[src/rtl/mbrx_pkg.sv]
package mbrx_pkg;
  typedef enum logic [1:0] {
    ST_WAIT = 2'd0,
    ST_IDLE = 2'd1,
    ST_ON   = 2'd2,
    ST_OFF  = 2'd3
  } rx_state_t;

  localparam int FLAG_CRC   = 0;
  localparam int FLAG_SHORT = 1;
  localparam int FLAG_PAR   = 2;
  localparam int FLAG_BCAST = 3;
  localparam int MIN_FRAME  = 4;
  localparam logic [7:0] BCAST_ADDR = 8'h00;
  localparam logic [15:0] CRC_INIT  = 16'hFFFF;
endpackage

[src/rtl/mbrx_crc16_byte.sv]
module mbrx_crc16_byte #(
  parameter logic [15:0] POLY = 16'hA001
) (
  input  logic [15:0] crc_in,
  input  logic [7:0]  data,
  output logic [15:0] crc_out
);
  logic [15:0] stage [0:8];

  assign stage[0] = crc_in ^ {8'h00, data};

  for (genvar i = 0; i < 8; i++) begin : g_bit
    assign stage[i+1] = stage[i][0] ? ((stage[i] >> 1) ^ POLY) : (stage[i] >> 1);
  end

  assign crc_out = stage[8];
endmodule

[src/rtl/mbrx_gap_timer.sv]
module mbrx_gap_timer #(
  parameter int CNT_W = 16
) (
  input  logic             clk,
  input  logic             rst_n,
  input  logic             byte_vld,
  input  logic             line_idle,
  input  logic [CNT_W-1:0] thr,
  output logic             quiet
);
  logic [CNT_W-1:0] cnt_q, cnt_d;

  always_comb begin
    cnt_d = cnt_q;
    if (byte_vld || !line_idle) begin
      cnt_d = '0;
    end else if (cnt_q < thr) begin
      cnt_d = cnt_q + 1'b1;
    end
  end

  always_ff @(posedge clk or negedge rst_n) begin
    if (!rst_n) begin
      cnt_q <= '0;
    end else begin
      cnt_q <= cnt_d;
    end
  end

  assign quiet = (cnt_q >= thr);

  assert_quiet_clears_R2: assert property (@(posedge clk) disable iff (!rst_n)
    (byte_vld && thr != '0) |=> !quiet);

  assert_busy_holds_R11: assert property (@(posedge clk) disable iff (!rst_n)
    (!line_idle && thr != '0) |=> !quiet);
endmodule

[src/rtl/mbrx_frame_rx.sv]
module mbrx_frame_rx
  import mbrx_pkg::*;
#(
  parameter int          CNT_W   = 16,
  parameter int          MIN_GAP = 8,
  parameter int          LEN_W   = 9,
  parameter logic [15:0] POLY    = 16'hA001
) (
  input  logic             clk,
  input  logic             rst_n,
  input  logic             rx_vld,
  input  logic [7:0]       rx_data,
  input  logic             rx_par_err,
  input  logic             rx_line_idle,
  input  logic [CNT_W-1:0] gap_cycles,
  input  logic [7:0]       station_addr,
  output logic             out_vld,
  output logic [7:0]       out_data,
  output logic             out_last,
  output logic             stat_vld,
  output logic             stat_good,
  output logic [3:0]       stat_flags,
  output logic [LEN_W-1:0] stat_len
);
  localparam logic [CNT_W-1:0] MIN_THR = CNT_W'(MIN_GAP);
  localparam logic [LEN_W-1:0] LEN_MAX = '1;
  localparam logic [LEN_W-1:0] LEN_MIN = LEN_W'(MIN_FRAME);

  rx_state_t        state_q, state_d;
  logic [15:0]      crc_q, crc_d, crc_seed, crc_next;
  logic [LEN_W-1:0] len_q, len_d;
  logic             par_q, par_d;
  logic             bcast_q, bcast_d;
  logic [7:0]       hold_q, hold_d;
  logic [7:0]       out_data_d;
  logic             out_vld_d, out_last_d;
  logic             stat_good_d;
  logic [3:0]       stat_flags_d;
  logic [LEN_W-1:0] stat_len_d;

  logic [CNT_W-1:0] thr_eff;
  logic             quiet, in_frame, frame_start, frame_add, frame_end;
  logic             addr_hit, emit_mid, emit_end;

  assign thr_eff = (gap_cycles < MIN_THR) ? MIN_THR : gap_cycles;

  mbrx_gap_timer #(.CNT_W(CNT_W)) u_gap (
    .clk       (clk),
    .rst_n     (rst_n),
    .byte_vld  (rx_vld),
    .line_idle (rx_line_idle),
    .thr       (thr_eff),
    .quiet     (quiet)
  );

  assign crc_seed = frame_start ? CRC_INIT : crc_q;

  mbrx_crc16_byte #(.POLY(POLY)) u_crc (
    .crc_in  (crc_seed),
    .data    (rx_data),
    .crc_out (crc_next)
  );

  assign in_frame    = (state_q == ST_ON) || (state_q == ST_OFF);
  assign frame_start = rx_vld && (quiet || state_q == ST_IDLE);
  assign frame_add   = rx_vld && !frame_start && in_frame;
  assign frame_end   = in_frame && quiet;
  assign addr_hit    = (rx_data == station_addr) || (rx_data == BCAST_ADDR);
  assign emit_mid    = frame_add && (state_q == ST_ON);
  assign emit_end    = frame_end && (state_q == ST_ON);

  always_comb begin
    state_d      = state_q;
    crc_d        = crc_q;
    len_d        = len_q;
    par_d        = par_q;
    bcast_d      = bcast_q;
    hold_d       = hold_q;
    out_vld_d    = emit_mid || emit_end;
    out_last_d   = emit_end;
    out_data_d   = out_data;
    stat_good_d  = stat_good;
    stat_flags_d = stat_flags;
    stat_len_d   = stat_len;

    if (frame_start) begin
      state_d = addr_hit ? ST_ON : ST_OFF;
    end else if (frame_end) begin
      state_d = ST_IDLE;
    end else if (state_q == ST_WAIT && quiet) begin
      state_d = ST_IDLE;
    end

    if (frame_start || frame_add) begin
      crc_d  = crc_next;
      hold_d = rx_data;
      par_d  = frame_start ? rx_par_err : (par_q | rx_par_err);
    end
    if (frame_start) begin
      len_d   = LEN_W'(1);
      bcast_d = (rx_data == BCAST_ADDR);
    end else if (frame_add && len_q != LEN_MAX) begin
      len_d = len_q + 1'b1;
    end

    if (out_vld_d) begin
      out_data_d = hold_q;
    end
    if (emit_end) begin
      stat_flags_d[FLAG_CRC]   = (crc_q != 16'h0000);
      stat_flags_d[FLAG_SHORT] = (len_q < LEN_MIN);
      stat_flags_d[FLAG_PAR]   = par_q;
      stat_flags_d[FLAG_BCAST] = bcast_q;
      stat_good_d = (crc_q == 16'h0000) && (len_q >= LEN_MIN) && !par_q;
      stat_len_d  = len_q;
    end
  end

  always_ff @(posedge clk or negedge rst_n) begin
    if (!rst_n) begin
      state_q    <= ST_WAIT;
      crc_q      <= CRC_INIT;
      len_q      <= '0;
      par_q      <= 1'b0;
      bcast_q    <= 1'b0;
      hold_q     <= '0;
      out_vld    <= 1'b0;
      out_last   <= 1'b0;
      out_data   <= '0;
      stat_vld   <= 1'b0;
      stat_good  <= 1'b0;
      stat_flags <= '0;
      stat_len   <= '0;
    end else begin
      state_q    <= state_d;
      crc_q      <= crc_d;
      len_q      <= len_d;
      par_q      <= par_d;
      bcast_q    <= bcast_d;
      hold_q     <= hold_d;
      out_vld    <= out_vld_d;
      out_last   <= out_last_d;
      out_data   <= out_data_d;
      stat_vld   <= out_vld && out_last;
      stat_good  <= stat_good_d;
      stat_flags <= stat_flags_d;
      stat_len   <= stat_len_d;
    end
  end

  assert_status_follows_R4: assert property (@(posedge clk) disable iff (!rst_n)
    (out_vld && out_last) |=> stat_vld);

  assert_status_after_last_R4: assert property (@(posedge clk) disable iff (!rst_n)
    stat_vld |-> $past(out_vld && out_last));

  assert_only_addressed_R5: assert property (@(posedge clk) disable iff (!rst_n)
    out_vld |-> $past(state_q == ST_ON));

  assert_append_inside_gap_R3: assert property (@(posedge clk) disable iff (!rst_n)
    (out_vld && !out_last) |-> $past(!quiet));
endmodule

[config.mk]
export PLATFORM = sky130hd
export DESIGN_NAME = mbrx_frame_rx
export DESIGN_NICKNAME = d
export VERILOG_FILES = /design/src/rtl/mbrx_pkg.sv /design/src/rtl/mbrx_crc16_byte.sv /design/src/rtl/mbrx_gap_timer.sv /design/src/rtl/mbrx_frame_rx.sv
export SDC_FILE = /design/constraint.sdc
export NUM_CORES = 1
export LEC_CHECK = 0
export ABC_AREA = 1
export ABC_CLOCK_PERIOD_IN_PS = 3400
export BUFFER_PORTS_ARGS = -buffer_cell sky130_fd_sc_hd__buf_2
export CAP_MARGIN = 20
export CORE_UTILIZATION = 52
export DETAILED_ROUTE_END_ITERATION = 6
export PLACE_DENSITY = 0.79
export SLEW_MARGIN = 10
export SYNTH_ARGS = -nofsm -noshare
export SYNTH_HDL_FRONTEND = slang
export SYNTH_SLANG_ARGS = --single-unit
export TNS_END_PERCENT = 5
[constraint.sdc]
create_clock -name clk -period 3.4 [get_ports clk]
set_clock_uncertainty 0.1 [all_clocks]
set_input_delay 0.68 -clock clk [delete_from_list [all_inputs] [get_ports clk]]
set_output_delay 0.68 -clock clk [all_outputs]
set_load 0.01 [all_outputs]
==> run summary, run 1 <==
The register area share after synthesis was 43.7%; the final hold slack was 0.385 ns. The top cell types in the final layout, fill and taps aside, are sky130_fd_sc_hd__nand2_1 (79), sky130_fd_sc_hd__inv_1 (78), sky130_fd_sc_hd__dfrtp_1 (62), sky130_fd_sc_hd__buf_2 (58), sky130_fd_sc_hd__o21ai_0 (48). The mean cell area of the mapped netlist was 8.25 sq um. Of all flip-flops after synthesis, the portion carrying an async set or reset was 100%.

The run finished, with violations left. The tool flagged a number of max-cap violations equal to 0. The fraction of power consumed by sequential logic was 36.4%; the effective utilization at floorplan was 54.4%. The delay of the slowest cell on the worst path is 0.25 ns, and the global-route wire length before repair is 17600 um. After synthesis the netlist holds a flip-flop and latch count of 78. The worst setup path is captured at a flop. The tools report the number of buffers inserted for hold repair after clock tree synthesis as 0. The floorplan step set the die width to 95.2 um.

The synthesis-to-layout area growth was 28.8%. The number of hold-slack violations in the final timing report is 0, and the maximum clock frequency is 283 MHz. The half-perimeter wire length of the detailed placement result came out at 7950 um.

The region available for standard cell placement spans 8300 sq um. Counting every sink on the clock net gives 78. The register-to-register path setup slack was 0.54 ns; the internal power consumption was 2.26 mW. The smallest clock period supported by the final layout is computed as 3.54 ns. The final count of pins violating max slew is 0, and the number of DRC markers in iteration 0 is 249. In this run the number of H-tree levels came out at 3. For the initial antenna violation count, the log shows 0. For this run, design rule violations remaining after detail routing come to 0. Via count: 4207.

The latest clock arrival within the worst-skew pair came out at 0.35 ns. The worst-case setup margin in the final layout came out at -0.136 ns. TritonCTS built the clock tree.

The maximum fanout encountered on the critical timing path works out to 6. For the pin with the worst max-slew slack, the measured transition is 0.960 ns. The total overflow left after global routing is 0. TritonCTS created 9 clock buffers.

The congestion estimate from routability-driven global placement came to 0.929. In this run the count of I/O pins placed on the die edge is 62. The routed wire length per instance works out to 15.2 um.

The tools report the via count of the first global-routing pass as 4011. The fraction of power spent switching nets is 39.4%, and the site row count is 33. For this design the total switching power over the nets is 1.47 mW. Counting the fill cells in the layout gives 626. The worst-case reg-to-reg path depth is 25. The startpoint identified for the worst register-to-register timing path is u_gap.cnt_q[0]. Setup total negative slack on the finished layout was measured at -0.181 ns.

The checks that failed: setup timing. The synthesized netlist occupies a cell area of 4510 sq um. For the worst setup path, the data required time is 3.60 ns. Yosys mapped a number of flops with a built-in enable equal to 0.

The die is 95.2 um tall. The overall fraction of global-route tracks in use is 25.1%, and the worst slew margin relative to its limit is 36.0%. Dividing the final minimum period by the clock period gives 104%. Setup repair after global routing could not meet its margin everywhere. Summed over all cells, the static leakage comes to 2.97 nW. For this design the ratio of total power to cell area is 641 nW/um^2.

Setup violations remaining at the end of the flow were counted as 2. The critical path startpoint category is a primary input. Main flop type after synthesis: sky130_fd_sc_hd__dfrtp_1.

The Yosys step of the flow raised 0 warnings. The tree is rooted in a sky130_fd_sc_hd__clkbuf_8. Across the VDD grid, the largest voltage drop is 0.440 mV.

Before CTS, the worst setup slack after placement is -0.405 ns. After detailed routing, the number of vias per cell comes to 5.50. Cell with the largest stage delay on the worst path: sky130_fd_sc_hd__nor4_4. The critical path data arrival time was 3.73 ns; the share of layout cells above drive strength 1 was 36.7%.

The tools report the detailed-router iteration count before antenna repair as 5. The capture point of the worst reg-to-reg path is crc_q[0]. The share of total power dissipated in the clock network is 19.2%. The number of antenna diodes in the final layout is 0. The worst setup path is of the in -> reg kind.

Clock-pin slew was measured on the worst setup and hold paths at 0.09 ns. The tools report the count of mapped cells out of synthesis as 547. Entering global routing, the biggest net connects 79 pins.

The run gives 44 as the count of different cell masters after synthesis. For the area enclosed by the die boundary, the log shows 9060 sq um. The most common library cell in the layout ignoring fill and taps was sky130_fd_sc_hd__nand2_1. After detailed routing, the total wire length is 11600 um. Counting along the longest clock path gives a buffer depth of 2. Input and output buffers added on the ports amount to 61.

For the remaining antenna violation count after routing, the log shows 0. The completed layout was analyzed and its total power is 3.73 mW. The final layout contains 712 nets. Among the stages of the critical path, the cell type that occurs most often is sky130_fd_sc_hd__nand2_1.

Type of the tightest min-delay check: in -> async. The logs give 604 for the post-synth net total and 44.3% for the share of power burned in combinational logic.
layer usage:
metal | global-route usage, % | share of wire, % | up-vias
met4 | 10.2 | 2.8 | 0
li1 | - | - | 2011
met1 | 30.8 | 41 | 2013
met3 | 3.35 | 4.7 | 35
met5 | 0 | 0 | -
met2 | 44.1 | 51 | 148
flip-flops by register name, summed over array words and instances, names as in the netlist, 2 cells and up:
signal,flops
hold_q,8
state_q,2
stat_flags,4
out_data,8
stat_len,9
u_gap.cnt_q,16
len_q,9
crc_q,16
cell families after synthesis:
kind of cell / count (synthesis) / synth area share, %
flip-flops: 78 / 43.7
buffers and inverters: 94 / 8.59
AND/OR/NAND/NOR: 242 / 26.3
XOR/XNOR: 13 / 3.52
adder cells (fa/ha/maj): 20 / 5.54
AO/OA/AOI/OAI: 94 / 10.9
multiplexers: 6 / 1.50
stage by stage:
stage | cell area (sq um) | utilization (%) | std cells
2_1_floorplan | 4510 | - | 547
3_3_place_gp | 5240 | 63.1 | 742
3_5_place_dp | 5240 | 63.1 | 742
4_1_cts | 5450 | 65.7 | 758
5_1_grt | 5820 | 70.1 | 765
6_report | 5820 | 70.1 | 765
worst max path at each step:
stage                     endpoint  slack (ns)  cells after the start           from
after floorplan           crc_q[0]        0.04                     29  gap_cycles[6]
after global placement    crc_q[0]       -0.20                     29  gap_cycles[6]
after detailed placement  crc_q[0]       -0.40                     31  gap_cycles[6]
after CTS                 crc_q[0]       0.008                     31  gap_cycles[6]
after global routing      crc_q[0]       -0.31                     29  gap_cycles[5]
final                     crc_q[0]       -0.14                     30  gap_cycles[5]
repair_timing:
item,in CTS,in global routing
pin swaps,0,45
gates resized for setup,1,81
cloned,0,1
setup buffers,0,6
endpoints found under the setup margin,1,35
Yosys cell counts (2+ instances only):
library cell	n	area [sq um]
sky130_fd_sc_hd__nor2_2	4	25.0
sky130_fd_sc_hd__clkbuf_1	7	26.3
sky130_fd_sc_hd__a22oi_1	2	15.0
sky130_fd_sc_hd__dfstp_2	16	420
sky130_fd_sc_hd__o21ai_0	54	270
sky130_fd_sc_hd__a211oi_1	2	15.0
sky130_fd_sc_hd__nand3_2	2	20.0
sky130_fd_sc_hd__nand3_1	31	155
sky130_fd_sc_hd__nand4_1	10	62.6
sky130_fd_sc_hd__nand2_1	117	439
sky130_fd_sc_hd__buf_4	2	15.0
sky130_fd_sc_hd__ha_1	20	250
sky130_fd_sc_hd__nor4_1	10	62.6
sky130_fd_sc_hd__nor3_1	13	65.1
sky130_fd_sc_hd__dfrtp_1	62	1550
sky130_fd_sc_hd__xor2_1	10	87.6
sky130_fd_sc_hd__nor2_1	24	90.1
sky130_fd_sc_hd__mux2_2	6	67.6
sky130_fd_sc_hd__inv_1	79	297
sky130_fd_sc_hd__a21oi_1	31	155
sky130_fd_sc_hd__nand2_2	18	113
sky130_fd_sc_hd__and3_1	2	12.5
sky130_fd_sc_hd__buf_2	2	10.0
sky130_fd_sc_hd__nand2_4	3	33.8
power groups by stage:
stage          clock network [mW]  logic [mW]  registers [mW]
5_1_grt                     0.771        1.79            1.39
4_1_cts                     0.739        1.33            1.36
2_1_floorplan                   0       0.876            1.36
6_report                    0.717        1.65            1.36
3_3_place_gp                    0        1.26            1.36
3_5_place_dp                    0        1.33            1.37
critical path: cells and delay by family:
| family | cells | cell delay, ns |
|---|---|---|
| buffers and inverters | 5 | 0.55 |
| AND/OR/NAND/NOR | 24 | 2.32 |
| adder cells (fa/ha/maj) | 1 | 0.20 |
layout make-up:
cell class                 instances  area, sq um  area share, %
inverter                          80          300           5.16
sequential                        78         1970           33.9
timing repair buffer             111          767           13.2
tap                              105          131           2.26
clock buffer                      10          138           2.37
multi-input combinational        375         2440           41.9
clock inverter                     6         68.8           1.18
(Power assumes the default switching activity.)
==> run 2, diff against run 1 <==
Settings changed: SYNTH_HIERARCHICAL set to 1.
==> run 2 against run 1 <==
Net effect: the run still ends with setup timing left; critical endpoint unchanged; critical path depth grew 1; critical path type unchanged; clock-buffer cell count unchanged; clock power shrank 3%.
==> run summary, run 2 <==
The tools report the kind of end point of the critical path as a flop. The run gives 0 as the initial antenna violation count. The worst register-to-register path begins at u_gap/cnt_q[3]. The count of nets left with antenna violations once routing finished came out at 0. The internal power of the cells totals 1.94 mW. On the critical path, the stage with the largest delay is an instance of sky130_fd_sc_hd__ha_1. For this run the aggregate overflow at the end of global routing stands at 0. In the finished design, the share of the clock period the worst path needs comes to 108%. The half-perimeter wire length of the detailed placement result came out at 8240 um.

In the post-synthesis netlist, the cell with the most instances is sky130_fd_sc_hd__nand2_1. The width of the die works out to 101 um. Along the worst hold path, the cell count comes to 2. The synthesized design contains 78 register bits.

The number of antenna diodes in the final layout is 0. Count of unresolved DRC violations after routing: 0. The flow ran to the end, but the final reports show violations.

STA puts the critical path data arrival time at 3.82 ns. Clock-pin slew was measured on the worst setup and hold paths at 0.09 ns. In the layout the commonest cells are sky130_fd_sc_hd__nand2_1 (158), sky130_fd_sc_hd__inv_1 (80), sky130_fd_sc_hd__dfrtp_1 (62), sky130_fd_sc_hd__buf_2 (56), sky130_fd_sc_hd__buf_4 (39). The number of hold-slack violations in the final timing report is 0, and the max-capacitance violation count is 0. For the finished layout, the period the worst path requires is 3.66 ns. The later pin in the worst-skew pair is clocked with a latency of 0.35 ns. At the worst endpoint, the required time is 3.56 ns.

Worst-margin pin slew: 0.967 ns. For the number of sinks driven by the clock tree, the log shows 78. Yosys printed 6 warnings.

Via count of the first global-routing pass: 4370. The site row count came out at 35. Once layout is complete, the utilization of the core stands at 67.2%. Timing would allow up to 273 MHz. The area enclosed by the die boundary is 10300 sq um, and the maximum buffer depth of the clock tree is 2. Power per cell area: 493 nW/um^2. Global routing used 23.7% of the available tracks across all layers. The largest registers in the layout are crc_q: 16 flops, u_gap/cnt_q: 16 flops. The tools report the count of mapped cells out of synthesis as 665.

The tools report the number of DRC markers in iteration 0 as 157. In this design, the stage delay of the slowest critical-path cell is 0.33 ns. The worst slack at placement was -0.498 ns; the count of different cell masters after synthesis was 43.

The logs give 5 for the detailed-router iteration count before antenna repair and -0.259 ns for the worst-case setup margin in the final layout. Port buffering added 61 buffers. The share of total power dissipated in combinational logic is 40.1%.

The initial utilization of the core area, before any placement, comes to 54.7%. The leakage power total came out at 3.40 nW. The start point of the worst hold path was out_last.

A synthesized cell averages 7.70 sq um. Setup repair after global routing could not meet its margin everywhere. Net switching is 37.5% of the power. The number of levels in the clock H-tree came out at 3.

By count the netlist is led by sky130_fd_sc_hd__nand2_1 (179), sky130_fd_sc_hd__inv_1 (84), sky130_fd_sc_hd__dfrtp_1 (62). The completed layout was analyzed and its total power is 3.10 mW. The worst setup path is launched from a primary input. At the end of the flow, the number of nets in the layout was 802. Cell at the root of the clock tree: sky130_fd_sc_hd__clkbuf_8. The number of vias per cell after detailed routing was 5.26; the register area share after synthesis was 38.5%. Worst min-delay path endpoint: stat_vld. The share of total power dissipated in the clock network is 22.5%. For this design the top-level I/O count stands at 62. The routed layout has 4623 vias.

VDD sags by at most 0.330 mV. The final count of pins violating max slew is 0, and the register-to-register path setup slack is 0.14 ns. Sequential cells burn 37.4% of the power. In this run the worst path has a maximum fanout of 7.

The library cell used most frequently in the layout, excluding fill and tap cells, is sky130_fd_sc_hd__nand2_1. The worst-case reg-to-reg path depth works out to 25. TritonCTS built the clock tree. From synthesis to final layout, the design area changed by 22.9%.

The number of buffers created by CTS was 9; the share of flip-flops with an asynchronous set or reset after synthesis was 100%. The floorplan step set the die height to 101 um. The final reports fail on setup timing. The floorplan step defined a core boundary enclosing 9370 sq um.

Yosys attributes the largest share of cell area to sky130_fd_sc_hd__dfrtp_1 (30%), sky130_fd_sc_hd__nand2_1 (13%), sky130_fd_sc_hd__dfstp_2 (8.2%). The post-synth net total is 722, and the routed wire length per instance is 14.0 um. Top-area cell type share of the netlist area: 30.3%. The largest total area in the synthesized netlist belongs to sky130_fd_sc_hd__dfrtp_1. The global placement routability congestion was 0.900. The post-route netlist has 34.5% of its cells at a drive strength greater than 1. The type of the tightest min-delay check is reg -> reg. Setup violations remaining at the end of the flow were counted as 7. The routed design has 12300 um of wire. The number of buffers inserted for hold repair after clock tree synthesis came out at 0. The global-route wire length before repair is 19300 um, and the post-synthesis instance area is 5120 sq um.

The worst setup path is of the in -> reg kind. Counting flops with a built-in enable in the synthesized netlist gives 0. The worst register-to-register path ends at crc_q[0]. In this run the power spent charging and discharging nets is 1.16 mW. The maximum number of pins on one net before global-route repair was 79. The main flop type after synthesis is sky130_fd_sc_hd__dfrtp_1. The worst pin sits at a relative slew slack of 35.5%.
run 2: critical path, delay by kind of cell:
| kind | cells | cell delay [ns] |
|---|---|---|
| and+or+nand+nor | 24 | 2.13 |
| AOI/OAI and AO/OA | 3 | 0.45 |
| adders and majority gates | 1 | 0.33 |
| buffers and inverters | 3 | 0.21 |
run 2: metrics by stage:
step / area, sq um / hold WS, ns / TNS, ns / std cells
3_3_place_gp: 5760 / 0.338 / -1.43 / 856
3_5_place_dp: 5760 / 0.340 / -3.88 / 856
5_1_grt: 6290 / 0.377 / -2.39 / 879
6_report: 6290 / 0.359 / -0.882 / 879
2_1_floorplan: 5230 / 0.284 / -1.44 / 665
4_1_cts: 6040 / 0.360 / -0.0966 / 875
run 2: cell type report:
class                           instances  area [sq um]
Sequential cell                        78          1970
Inverter                              100           378
Timing Repair Buffer                  100           642
Multi-Input combinational cell        456          2950
Clock buffer                           10           128
Clock inverter                          6          67.6
Fill cell                             746          3080
Tap cell                              129           161
run 2: per-layer routing:
| metal | vias to the layer above | wire (um) | track usage [%] |
|---|---|---|---|
| met5 | - | 0 | 0 |
| met4 | 0 | 231 | 9.92 |
| met3 | 19 | 512 | 4.55 |
| met2 | 120 | 6460 | 40.3 |
| met1 | 2241 | 5070 | 29.5 |
| li1 | 2243 | - | - |
run 2: power by group through the flow:
stage / Clock [mW] / Sequential (mW) / Combinational, mW
2_1_floorplan: 0 / 1.16 / 0.711
3_3_place_gp: 0 / 1.17 / 0.890
3_5_place_dp: 0 / 1.17 / 0.933
4_1_cts: 0.709 / 1.16 / 1.01
5_1_grt: 0.752 / 1.17 / 1.35
6_report: 0.698 / 1.16 / 1.24
run 2: repair_timing:
action | in CTS | in global routing
setup buffers | 3 | 4
gates resized for setup | 17 | 52
pin swaps | 12 | 32
endpoints found under the setup margin | 2 | 16
cloned | 0 | 0
run 2: worst max-delay path by stage:
stage                to  depth (start not counted)            from  slack [ns]
4_1_cts        crc_q[0]                         33   gap_cycles[8]       -0.07
3_5_place_dp   crc_q[0]                         33  gap_cycles[12]       -0.50
2_1_floorplan  crc_q[0]                         35   gap_cycles[8]       -0.36
5_1_grt        crc_q[0]                         30  gap_cycles[12]       -0.43
3_3_place_gp   crc_q[0]                         28  gap_cycles[14]       -0.28
6_report       crc_q[0]                         31   gap_cycles[7]       -0.26
run 2: cell families (layout without fill, tap and decap cells):
logic type	Yosys count	count (layout)	share of synthesized area, %
xor gates and xnor gates	28	28	5.64
buffers and inverters	131	216	10.7
adders and majority gates	20	20	4.89
and+or+nand+nor	347	347	33.0
DFF	78	78	38.5
AOI/OAI and AO/OA	61	61	7.25
==> run 3, diff against run 2 <==
Settings changed: REMOVE_ABC_BUFFERS set to 1.
==> run 3 against run 2 <==
Net effect: the run still ends with setup timing left; global-route usage up 1.7 points; setup slack better by 0.11 ns; sequential power about the same; combinational power increased by 3%; total power rose by 4.7%; largest power group unchanged.
==> run summary, run 3 (synthesis gave the netlist of run 2 again) <==
The worst setup path is captured at a flop. The most common library cell in the layout ignoring fill and taps is sky130_fd_sc_hd__nand2_1. For the maximum number of pins on one net before global-route repair, the log shows 79. The synthesis-to-layout area growth is 24.4%, and the number of buffers created by CTS is 9.

Across the run, the number of max-cap violations was 0. The worst-margin pin slew works out to 0.984 ns. The initial antenna violation count was 0; the number of buffers inserted for hold repair after clock tree synthesis was 0. Per report_power, the sequential group accounts for 35.8% of the total. The remaining antenna violation count after routing is 0, and the via count of the first global-routing pass is 4612.

Global routing consumed, on the met1 layer, 29.2% of the routing resources. The leakage power total came out at 3.44 nW. The total overflow left after global routing is 0. The run finished, with violations left. The run gives 12600 um as the total length of routed wires.

The later pin in the worst-skew pair is clocked with a latency of 0.36 ns. Leaving out fill and tap cells, the most frequent cells in the layout are sky130_fd_sc_hd__nand2_1 (164), sky130_fd_sc_hd__inv_1 (81), sky130_fd_sc_hd__dfrtp_1 (62), sky130_fd_sc_hd__buf_2 (55), sky130_fd_sc_hd__buf_4 (47). CTS built an H-tree with a depth of 3.

Storage element area: 1970 sq um. Setup repair after global routing could not meet its margin everywhere. The height of the chip is 101 um, and the number of sinks driven by the clock tree is 78. The checks that failed: setup timing. After detailed routing, the number of remaining DRC violations is 0.

In this run the tool buffered the top-level ports with 61 buffer cells. The tools report the total instance count after detailed placement as 859. The tools report the overall fraction of global-route tracks in use as 25.3%. The number of hold-slack violations in the final timing report is 0, and the post-route clock period utilization is 104%.

The met2 capacity usage during global routing is 47.6%, and the global-route wire length before repair is 20500 um. The analysis attributes to net switching a power of 1.19 mW. For this design the top-level I/O count stands at 62. The net count of the finished layout is 810. The clock edge transition at the registers on the reported setup and hold paths works out to 0.09 ns.

The power per cell area came out at 510 nW/um^2. The highest-utilization routing layer at the global route stage is met2. The design draws 3.25 mW. Of the total power, the share spent switching nets is 36.6%. Subtracting the final worst setup slack from the clock period gives 3.55 ns. STA classifies the critical path startpoint as a primary input. The largest registers in the layout are crc_q: 16 flops, u_gap/cnt_q: 16 flops. Setup violations remaining at the end of the flow were counted as 5.

In the final layout, the multi-input gates occupy 2950 sq um. After the first detailed-routing iteration, the DRC count stood at 248. The worst hold path belongs to the class in -> async.

The worst setup path is of the in -> reg kind. The placeable core region is 9370 sq um. Among all stages on the critical path, the largest delay is contributed by sky130_fd_sc_hd__ha_1. The floorplan step defined a die boundary enclosing 10300 sq um. Width of the die: 101 um. Dividing the detail-routed wire length by the instance count gives 14.2 um.

The critical path data arrival time came out at 3.74 ns. The tools report the worst-case setup margin in the final layout as -0.149 ns. CTS placed an instance of sky130_fd_sc_hd__clkbuf_8 at the clock tree root.

The detailed-router iteration count before antenna repair came out at 4. TritonCTS built the clock tree. The share of power burned in combinational logic is 39.4%, and the share of layout cells above drive strength 1 is 35.1%. The number of antenna diodes in the final layout is 0.

After legalization and detailed placement, the total HPWL measured 8520 um. Maximum clock frequency: 282 MHz. The final count of pins violating max slew is 0, and the share of the core filled with cells in the final layout is 68.0%.

In this run the deepest clock path goes through 2 buffers. The filler-free cell count of the finished design is 887, and the met3 track demand over resource is 3.66%. Delay of the slowest cell on the worst path: 0.29 ns. The logs give 34.4% for the worst slew margin relative to its limit and 35 for the site row count. The maximum fanout encountered on the critical timing path works out to 5.

For the worst setup path, the data required time is 3.59 ns. At the end of routability-driven placement, the weighted congestion stood at 0.895. The effective utilization at floorplan came out at 54.7%. The tools report the clock power share as 24.8%.

The number of vias per cell after detailed routing is 5.21. The total of fill cells in the finished design is 737. Across all layers, the routed design uses 4621 vias. The worst-case IR drop observed on VDD is 0.409 mV. The internal power of the cells totals 2.06 mW.
run 3: changes by cell type in the layout (fill, tap and decap cells not counted), moves of 3 or more:
cell                      change
sky130_fd_sc_hd__nor2_2       +4
sky130_fd_sc_hd__nand2_2      -6
sky130_fd_sc_hd__buf_4        +8
sky130_fd_sc_hd__nand2_1      +6
sky130_fd_sc_hd__nand3_2      +3
run 3: final timing paths:
kind,slack (ns),from,cells after the start,end
min in group clk,0.38,out_last,2,stat_vld
worst max register to register,0.11,u_gap/cnt_q[13],22,crc_q[0]
worst min register to register,0.38,out_last,2,stat_vld
max in group asynchronous,2.19,rst_n,1,state_q[0]
worst max-delay path,-0.15,gap_cycles[14],28,crc_q[0]
worst min-delay path,0.37,rst_n,1,stat_len[1]
run 3: layer usage:
layer / share of wire (%) / vias to the layer above / wire (um)
li1: - / 2266 / -
met1: 40 / 2184 / 5080
met2: 53 / 135 / 6660
met3: 4.2 / 36 / 530
met4: 2.7 / 0 / 344
met5: 0 / - / 0
run 3: per-stage QoR:
step	TNS, ns	hold slack (ns)	setup slack (ns)	area (sq um)
3_3_place_gp	-2.21	0.341	-0.443	5680
4_1_cts	-0.225	0.381	-0.106	6210
2_1_floorplan	-2.78	0.284	-0.530	4950
6_report	-0.669	0.370	-0.149	6370
3_5_place_dp	-3.96	0.362	-0.663	5680
5_1_grt	-1.88	0.397	-0.329	6370
run 3: power groups by stage:
stage	registers, mW	logic [mW]	clock network (mW)
CTS	1.16	1.13	0.814
finish	1.16	1.28	0.807
global placement	1.17	0.864	0
detailed placement	1.18	0.908	0
global route	1.18	1.38	0.852
floorplan	1.16	0.631	0
run 3: final cells by class:
cell class                 count  area share [%]
inverter                     100            5.93
sequential                    78            31.0
clock buffer                  10            2.16
clock inverter                 6            1.43
timing repair buffer         107            10.7
multi-input combinational    457            46.2
tap                          129            2.53
run 3: repair_timing:
action                     4_1_cts  5_1_grt
cloned                           1        0
buffers inserted                 5        6
hold endpoints to repair         0        0
setup endpoints to repair        6        8
resized for setup               54       25
pin swaps                       30       27
run 3: worst max-delay path: cells and delay by family:
family          cells  cell delay, ns
fa+ha+maj           1            0.29
compound gates      2            0.23
buf+inv             4            0.32
simple gates       21            2.24
